File: src/rtl/spi_xfer_pkg.sv
package spi_xfer_pkg;
  localparam int WORD_W = 16;
  localparam int LEN_W  = $clog2(WORD_W + 1);
  localparam int CODE_W = 4;

  typedef logic [LEN_W-1:0]  len_t;
  typedef logic [WORD_W-1:0] word_t;

  // Length code to bit count: zero selects a full word, the upper half maps to itself.
  function automatic len_t code_to_len(input logic [CODE_W-1:0] code);
    if (code == '0)
      return len_t'(WORD_W);
    else if (code[CODE_W-1])
      return len_t'(code);
    else
      return len_t'(8);
  endfunction

  // Effective length: a master with the flag cleared always moves a byte.
  function automatic len_t xfer_len(input logic [CODE_W-1:0] code,
                                    input logic is_master,
                                    input logic len_en);
    if (is_master && !len_en)
      return len_t'(8);
    return code_to_len(code);
  endfunction

  // Move the low n bits of a word to the top so bit WORD_W-1 leaves first.
  function automatic word_t left_align(input word_t d, input len_t n);
    return d << (len_t'(WORD_W) - n);
  endfunction
endpackage

File: src/rtl/spi_baud_gen.sv
module spi_baud_gen #(
  parameter int DIV_W = 8
) (
  input  logic             clk,
  input  logic             rst_n,
  input  logic             run,
  input  logic [DIV_W-1:0] div,
  output logic             tick
);
  logic [DIV_W-1:0] cnt;

  assign tick = run && (cnt == div - DIV_W'(1));

  always_ff @(posedge clk or negedge rst_n) begin
    if (!rst_n)
      cnt <= '0;
    else if (!run || tick)
      cnt <= '0;
    else
      cnt <= cnt + DIV_W'(1);
  end
endmodule

File: src/rtl/spi_sync.sv
module spi_sync #(
  parameter int             W       = 1,
  parameter int             STAGES  = 2,
  parameter logic [W-1:0]   RST_VAL = '0
) (
  input  logic         clk,
  input  logic         rst_n,
  input  logic [W-1:0] d,
  output logic [W-1:0] q
);
  logic [W-1:0] pipe [STAGES];

  always_ff @(posedge clk or negedge rst_n) begin
    if (!rst_n) begin
      for (int i = 0; i < STAGES; i++)
        pipe[i] <= RST_VAL;
    end else begin
      pipe[0] <= d;
      for (int i = 1; i < STAGES; i++)
        pipe[i] <= pipe[i-1];
    end
  end

  assign q = pipe[STAGES-1];
endmodule

File: src/rtl/spi_pin_drive.sv
module spi_pin_drive #(
  parameter int N = 3
) (
  input  logic [N-1:0] val,
  input  logic [N-1:0] en,
  input  logic         od,
  output logic [N-1:0] out,
  output logic [N-1:0] oe
);
  for (genvar g = 0; g < N; g++) begin : g_pin
    assign out[g] = od ? 1'b0 : val[g];
    assign oe[g]  = en[g] & (~od | ~val[g]);
  end
endmodule

File: src/rtl/spi_xfer_engine.sv
module spi_xfer_engine
  import spi_xfer_pkg::*;
#(
  parameter int DIV_W       = 8,
  parameter int SYNC_STAGES = 2
) (
  input  logic              clk,
  input  logic              rst_n,
  input  logic              cfg_master,
  input  logic              cfg_odrain,
  input  logic [CODE_W-1:0] cfg_len_code,
  input  logic              cfg_cpol,
  input  logic              cfg_cpha,
  input  logic [DIV_W-1:0]  cfg_div,
  input  logic              cmd_valid,
  input  logic              cmd_len_en,
  input  logic [WORD_W-1:0] cmd_data,
  input  logic              sck_in,
  input  logic              mosi_in,
  input  logic              ss_n_in,
  input  logic              miso_in,
  output logic              sck_out,
  output logic              sck_oe,
  output logic              mosi_out,
  output logic              mosi_oe,
  output logic              miso_out,
  output logic              miso_oe,
  output logic              rx_done,
  output logic [WORD_W-1:0] rx_data
);
  localparam int H_W = LEN_W + 1;

  function automatic logic div_ok(input logic [DIV_W-1:0] d);
    return d >= DIV_W'(2);
  endfunction

  // ---------------- master side ----------------
  logic             m_busy, m_tgl, m_cpol, m_cpha;
  logic [H_W-1:0]   m_h;
  len_t             m_len;
  logic [DIV_W-1:0] m_div;
  word_t            m_tx, m_rx, m_rx_nxt, m_word;
  logic             m_tick, m_start, m_lead, m_samp, m_shift, m_last, m_fin;
  len_t             m_len_new;

  assign m_start   = cfg_master & cmd_valid & ~m_busy & div_ok(cfg_div);
  assign m_len_new = xfer_len(cfg_len_code, 1'b1, cmd_len_en);
  assign m_lead    = ~m_h[0];
  assign m_samp    = m_lead ^ m_cpha;
  assign m_shift   = ~m_samp & ~(m_cpha & (m_h == '0));
  assign m_last    = (m_h == (({1'b0, m_len} << 1) - H_W'(1)));
  assign m_fin     = m_busy & m_tick & m_last;
  assign m_rx_nxt  = {m_rx[WORD_W-2:0], miso_in};
  assign m_word    = m_samp ? m_rx_nxt : m_rx;

  spi_baud_gen #(.DIV_W(DIV_W)) u_baud (
    .clk  (clk),
    .rst_n(rst_n),
    .run  (m_busy),
    .div  (m_div),
    .tick (m_tick)
  );

  always_ff @(posedge clk or negedge rst_n) begin
    if (!rst_n) begin
      m_busy <= 1'b0;
      m_tgl  <= 1'b0;
      m_cpol <= 1'b0;
      m_cpha <= 1'b0;
      m_h    <= '0;
      m_len  <= len_t'(8);
      m_div  <= '0;
      m_tx   <= '0;
      m_rx   <= '0;
    end else if (m_start) begin
      m_busy <= 1'b1;
      m_tgl  <= 1'b0;
      m_cpol <= cfg_cpol;
      m_cpha <= cfg_cpha;
      m_h    <= '0;
      m_len  <= m_len_new;
      m_div  <= cfg_div;
      m_tx   <= left_align(cmd_data, m_len_new);
      m_rx   <= '0;
    end else if (m_busy && m_tick) begin
      m_tgl <= ~m_tgl;
      m_h   <= m_h + H_W'(1);
      if (m_samp)  m_rx <= m_rx_nxt;
      if (m_shift) m_tx <= m_tx << 1;
      if (m_last)  m_busy <= 1'b0;
    end
  end

  logic sck_lvl;
  assign sck_lvl = m_busy ? (m_cpol ^ m_tgl) : cfg_cpol;

  // ---------------- slave side ----------------
  logic [2:0] s_sync_q;
  logic       s_ss_n, s_sck, s_mosi, s_sck_d, s_sel_d, s_sel;
  logic       s_act, s_first, s_edge, s_lead, s_samp, s_start, s_lastbit, s_fin;
  len_t       s_cnt, s_len;
  word_t      s_buf, s_tx, s_rx, s_rx_nxt;

  spi_sync #(.W(3), .STAGES(SYNC_STAGES), .RST_VAL(3'b100)) u_sync (
    .clk  (clk),
    .rst_n(rst_n),
    .d    ({ss_n_in, sck_in, mosi_in}),
    .q    (s_sync_q)
  );

  assign {s_ss_n, s_sck, s_mosi} = s_sync_q;
  assign s_sel     = ~s_ss_n;
  assign s_len     = xfer_len(cfg_len_code, 1'b0, 1'b0);
  assign s_edge    = s_sck ^ s_sck_d;
  assign s_lead    = s_sck ^ cfg_cpol;
  assign s_samp    = s_lead ^ cfg_cpha;
  assign s_start   = s_sel & ~s_sel_d & ~cfg_master;
  assign s_lastbit = (s_cnt == s_len - len_t'(1));
  assign s_rx_nxt  = {s_rx[WORD_W-2:0], s_mosi};
  assign s_fin     = s_act & s_sel & ~cfg_master & s_edge & s_samp & s_lastbit;

  always_ff @(posedge clk or negedge rst_n) begin
    if (!rst_n) begin
      s_sck_d <= 1'b0;
      s_sel_d <= 1'b0;
      s_act   <= 1'b0;
      s_first <= 1'b0;
      s_cnt   <= '0;
      s_buf   <= '0;
      s_tx    <= '0;
      s_rx    <= '0;
    end else begin
      s_sck_d <= s_sck;
      s_sel_d <= s_sel;
      if (cmd_valid && !cfg_master)
        s_buf <= cmd_data;
      if (!s_sel || cfg_master) begin
        s_act <= 1'b0;
      end else if (s_start) begin
        s_act   <= 1'b1;
        s_first <= 1'b1;
        s_cnt   <= '0;
        s_rx    <= '0;
        s_tx    <= left_align(s_buf, s_len);
      end else if (s_act && s_edge) begin
        s_first <= 1'b0;
        if (s_samp) begin
          s_rx  <= s_rx_nxt;
          s_cnt <= s_cnt + len_t'(1);
          if (s_lastbit) s_act <= 1'b0;
        end else if (!(cfg_cpha && s_first)) begin
          s_tx <= s_tx << 1;
        end
      end
    end
  end

  // ---------------- result ----------------
  always_ff @(posedge clk or negedge rst_n) begin
    if (!rst_n) begin
      rx_done <= 1'b0;
      rx_data <= '0;
    end else begin
      rx_done <= m_fin | s_fin;
      if (m_fin)      rx_data <= m_word;
      else if (s_fin) rx_data <= s_rx_nxt;
    end
  end

  len_t word_len;
  assign word_len = cfg_master ? m_len : s_len;

  // ---------------- pins: {miso, mosi, sck} ----------------
  logic [2:0] pin_val, pin_en, pin_out, pin_oe;
  assign pin_val = {s_tx[WORD_W-1], m_tx[WORD_W-1], sck_lvl};
  assign pin_en  = {~cfg_master & s_sel, cfg_master, cfg_master};

  spi_pin_drive #(.N(3)) u_pins (
    .val(pin_val),
    .en (pin_en),
    .od (cfg_odrain),
    .out(pin_out),
    .oe (pin_oe)
  );

  assign {miso_out, mosi_out, sck_out} = pin_out;
  assign {miso_oe,  mosi_oe,  sck_oe}  = pin_oe;
endmodule

File: config.mk
export PLATFORM = sky130hd
export DESIGN_NAME = spi_xfer_engine
export DESIGN_NICKNAME = d
export VERILOG_FILES = /design/src/rtl/spi_xfer_pkg.sv /design/src/rtl/spi_baud_gen.sv /design/src/rtl/spi_sync.sv /design/src/rtl/spi_pin_drive.sv /design/src/rtl/spi_xfer_engine.sv
export SDC_FILE = /design/constraint.sdc
export NUM_CORES = 1
export LEC_CHECK = 0
export BUFFER_PORTS_ARGS = -buffer_cell sky130_fd_sc_hd__clkbuf_2
export CAP_MARGIN = 20
export CORE_ASPECT_RATIO = 1.4
export CORE_MARGIN = 10
export CORE_UTILIZATION = 60
export CTS_CLUSTER_DIAMETER = 100
export CTS_CLUSTER_SIZE = 12
export DETAILED_ROUTE_END_ITERATION = 10
export GPL_TIMING_DRIVEN = 0
export PLACE_DENSITY_LB_ADDON = 0.3
export SYNTH_ARGS = -nofsm -noshare
export SYNTH_HDL_FRONTEND = slang
export SYNTH_SLANG_ARGS = --single-unit
File: constraint.sdc
create_clock -name clk -period 5.6 [get_ports clk]
set_clock_uncertainty 0.15 [all_clocks]
set_input_delay 1.12 -clock clk [delete_from_list [all_inputs] [get_ports clk]]
set_output_delay 1.12 -clock clk [all_outputs]
set_load 0.02 [all_outputs]
==> impl_metrics.json <==
{
  "synth_edf_count": 0,
  "peakVddDrop_v": 0.000182,
  "overflow": 0,
  "rsz0062_at_grt": "false",
  "drtIter0Drc": 429,
  "viasPerCell": 6.10,
  "synth_top_area_share_pct": 41.1,
  "status": "finished, final reports clean",
  "hold_viol": 0,
  "dp_hpwl_um": 15400,
  "synthCells": 836,
  "synth_cell_type_count": 73,
  "ys_top_cells_by_area": "dfrtp_1, mux2i_1, nand2_1, mux2_2, mux4_2",
  "ctsHoldBuffers": 0,
  "drive_above_1_share_pct": 18.7,
  "grt_pass1_vias": 6898,
  "grt_max_degree": 89,
  "clock_path_buffers": 2,
  "r2r-start": "m_div[0]",
  "crit_path_end_kind": "flop",
  "antennaDiodeCount": 0,
  "p_per_area_nw_per_um2": 329,
  "final_net_count": 964,
  "track_usage_pct": 21.5,
  "core_um2": 13900,
  "ant_nets": 0,
  "dr.pass1.iters": 5,
  "h-tree-depth": 4,
  "syn_area_um2": 8470,
  "start_util_pct": 60.9,
  "tightestPinTransition_ns": 0.869,
  "max_freq_mhz": 238,
  "setup_viol": 0,
  "clock-sinks": 142,
  "fin_crit_ns": 4.20,
  "synth_warnings": 0,
  "wl_per_cell_um": 18.6,
  "place.gp.congestion": 0.921,
  "crit_type": "in2reg",
  "cts_tree": "yes",
  "synth_most_common_cell": "dfrtp_1",
  "portBuffers": 60,
  "slew_violations": 0,
  "syn_nets": 884,
  "relSlewSlack_pct": 41.7,
  "synth_ff_type": "dfrtp_1",
  "rows": 51,
  "startpoint_type": "input pin",
  "synth_area_leader_cell": "dfrtp_1",
  "cts_buffers": 17,
  "insertion_delay_ns": 0.42,
  "syn_to_final_growth_pct": 13.3,
  "grt_pass1_wl_um": 34200,
  "vias": 6793,
  "grt_antenna_before_repair": 0,
  "cp.required_ns": 5.73,
  "synthArstFlopShare_pct": 100,
  "io-pin-count": 63,
  "die_w_um": 120,
  "die_area_um2": 19300,
  "min_from": "u_sync.pipe[5]",
  "fin_crit_sh_pct": 75.0,
  "total_power_uw": 3150,
  "worstPathArrival_ns": 4.33,
  "die_h_um": 161,
  "ys_ff_latch": 142,
  "path_clk_slew_ns": 0.06,
  "p_leak_uw": 0.00423,
  "syn_avg_cell_area_um2": 10.1,
  "cp_max_fo": 10,
  "synth_common_cells": "dfrtp_1, mux2i_1, nand2_1",
  "tns_ns": 0,
  "synth_sequential_area_ratio_pct": 42.0,
  "min_path_type": "reg2reg",
  "cts-root-buf": "clkbuf_16",
  "drc": 0,
  "wirelength_um": 20700,
  "cts_setup_buffers": 0,
  "max_cap_viol_count": 0,
  "startpoint": "cfg_len_code[0]",
  "cts.repair.resized": 0
}
## routing by layer
layer	share of wire, %	GRT usage [%]	vias up	wire length (um)
met5	0	0	-	0
met4	2.5	7.70	0	520
met3	4.8	4.46	45	989
met2	52	37.6	220	10700
met1	41	25.3	3326	8440
li1	-	-	3202	-
## worst max-delay path, cell delays in order
cell	delay [ns]
clkbuf_2	0.12
clkbuf_1	0.35
nand2_1	0.15
buf_2	0.25
buf_2	0.23
ha_1	0.38
buf_1	0.49
clkbuf_1	0.47
mux4_2	0.38
nand2_1	0.11
nand3_1	0.09
nand3_1	0.12
o21ai_0	0.08
## power by group
group | total [uW] | internal (uW) | switching (uW)
sequential | 1290 | 1170 | 127
combinational | 805 | 359 | 445
clock | 1050 | 597 | 458
total | 3150 | 2120 | 1030
## cell type report
type	count	area [um^2]
Multi-Input combinational cell	622	4590
Fill cell	1126	4320
Sequential cell	142	3560
Clock buffer	19	453
Timing Repair Buffer	61	337
Buffer	53	246
Tap cell	185	231
Clock inverter	13	101
Inverter	19	71.3
## registers in the layout, indices dropped and copies added, names as in the netlist
signal and cells:
s_tx 16, m_cpol 1, rx_data 16, s_rx 15
m_busy 1, s_act 1, m_len 5, u_sync.pipe 3
m_h 6, u_baud.cnt 8, m_div 8, m_rx 16
m_tgl 1, rx_done 1, s_first 1, s_buf 16
m_cpha 1, s_sck_d 1, s_cnt 5, s_sel_d 1
m_tx 16, u_sync.q 3
## layout by cell type, fill, tap and decap left out, types with 7 or more instances in the layout
cell / netlist / final
a21oi_1: 46 / 46
a22o_1: 7 / 7
a22oi_1: 7 / 7
buf_2: 11 / 11
clkbuf_1: 35 / 35
clkbuf_16: 0 / 17
clkbuf_2: 0 / 59
dfrtp_1: 139 / 139
ha_1: 8 / 8
inv_1: 18 / 18
mux2_2: 34 / 34
mux2i_1: 124 / 124
mux4_2: 15 / 15
nand2_1: 116 / 116
nand2b_1: 12 / 12
nand3_1: 16 / 16
nand4_1: 8 / 8
nor2_1: 40 / 40
nor2b_1: 9 / 9
nor3_1: 11 / 11
o21ai_0: 40 / 40
o31ai_1: 9 / 9
xnor2_1: 15 / 15
xor2_1: 14 / 14
## per-stage QoR
| stage | utilization (%) | instances | setup slack [ns] | cell area [um^2] | hold slack (ns) |
|---|---|---|---|---|---|
| after global placement | 64.7 | 1081 | 0.895 | 9000 | 0.185 |
| after CTS | 68.9 | 1114 | 1.44 | 9590 | 0.209 |
| after global routing | 68.9 | 1114 | 1.12 | 9590 | 0.214 |
| after detailed placement | 65.0 | 1082 | 1.01 | 9040 | 0.200 |
| final | 68.9 | 1114 | 1.40 | 9590 | 0.208 |
| after floorplan | - | 836 | 1.68 | 8470 | 0.181 |
## worst paths after layout
check                      slack, ns           to  cells past startpoint
setup / recovery                1.40     s_tx[14]                     13
hold / removal                  0.21  u_sync.q[2]                      0
setup reg to reg                2.58     m_tx[10]                      9
hold reg to reg                 0.21  u_sync.q[2]                      0
max in group asynchronous       4.02      s_rx[3]                      2
min in group asynchronous       0.51     m_div[0]                      1
## kinds of logic after synthesis
family | count (synthesis) | synth area share (%)
xor+xnor | 31 | 3.55
simple gates | 249 | 14.0
buf+inv | 72 | 3.75
mux | 173 | 23.2
flops | 142 | 42.0
compound gates | 161 | 12.4
fa+ha+maj | 8 | 1.18
(Power assumes the default switching activity.)
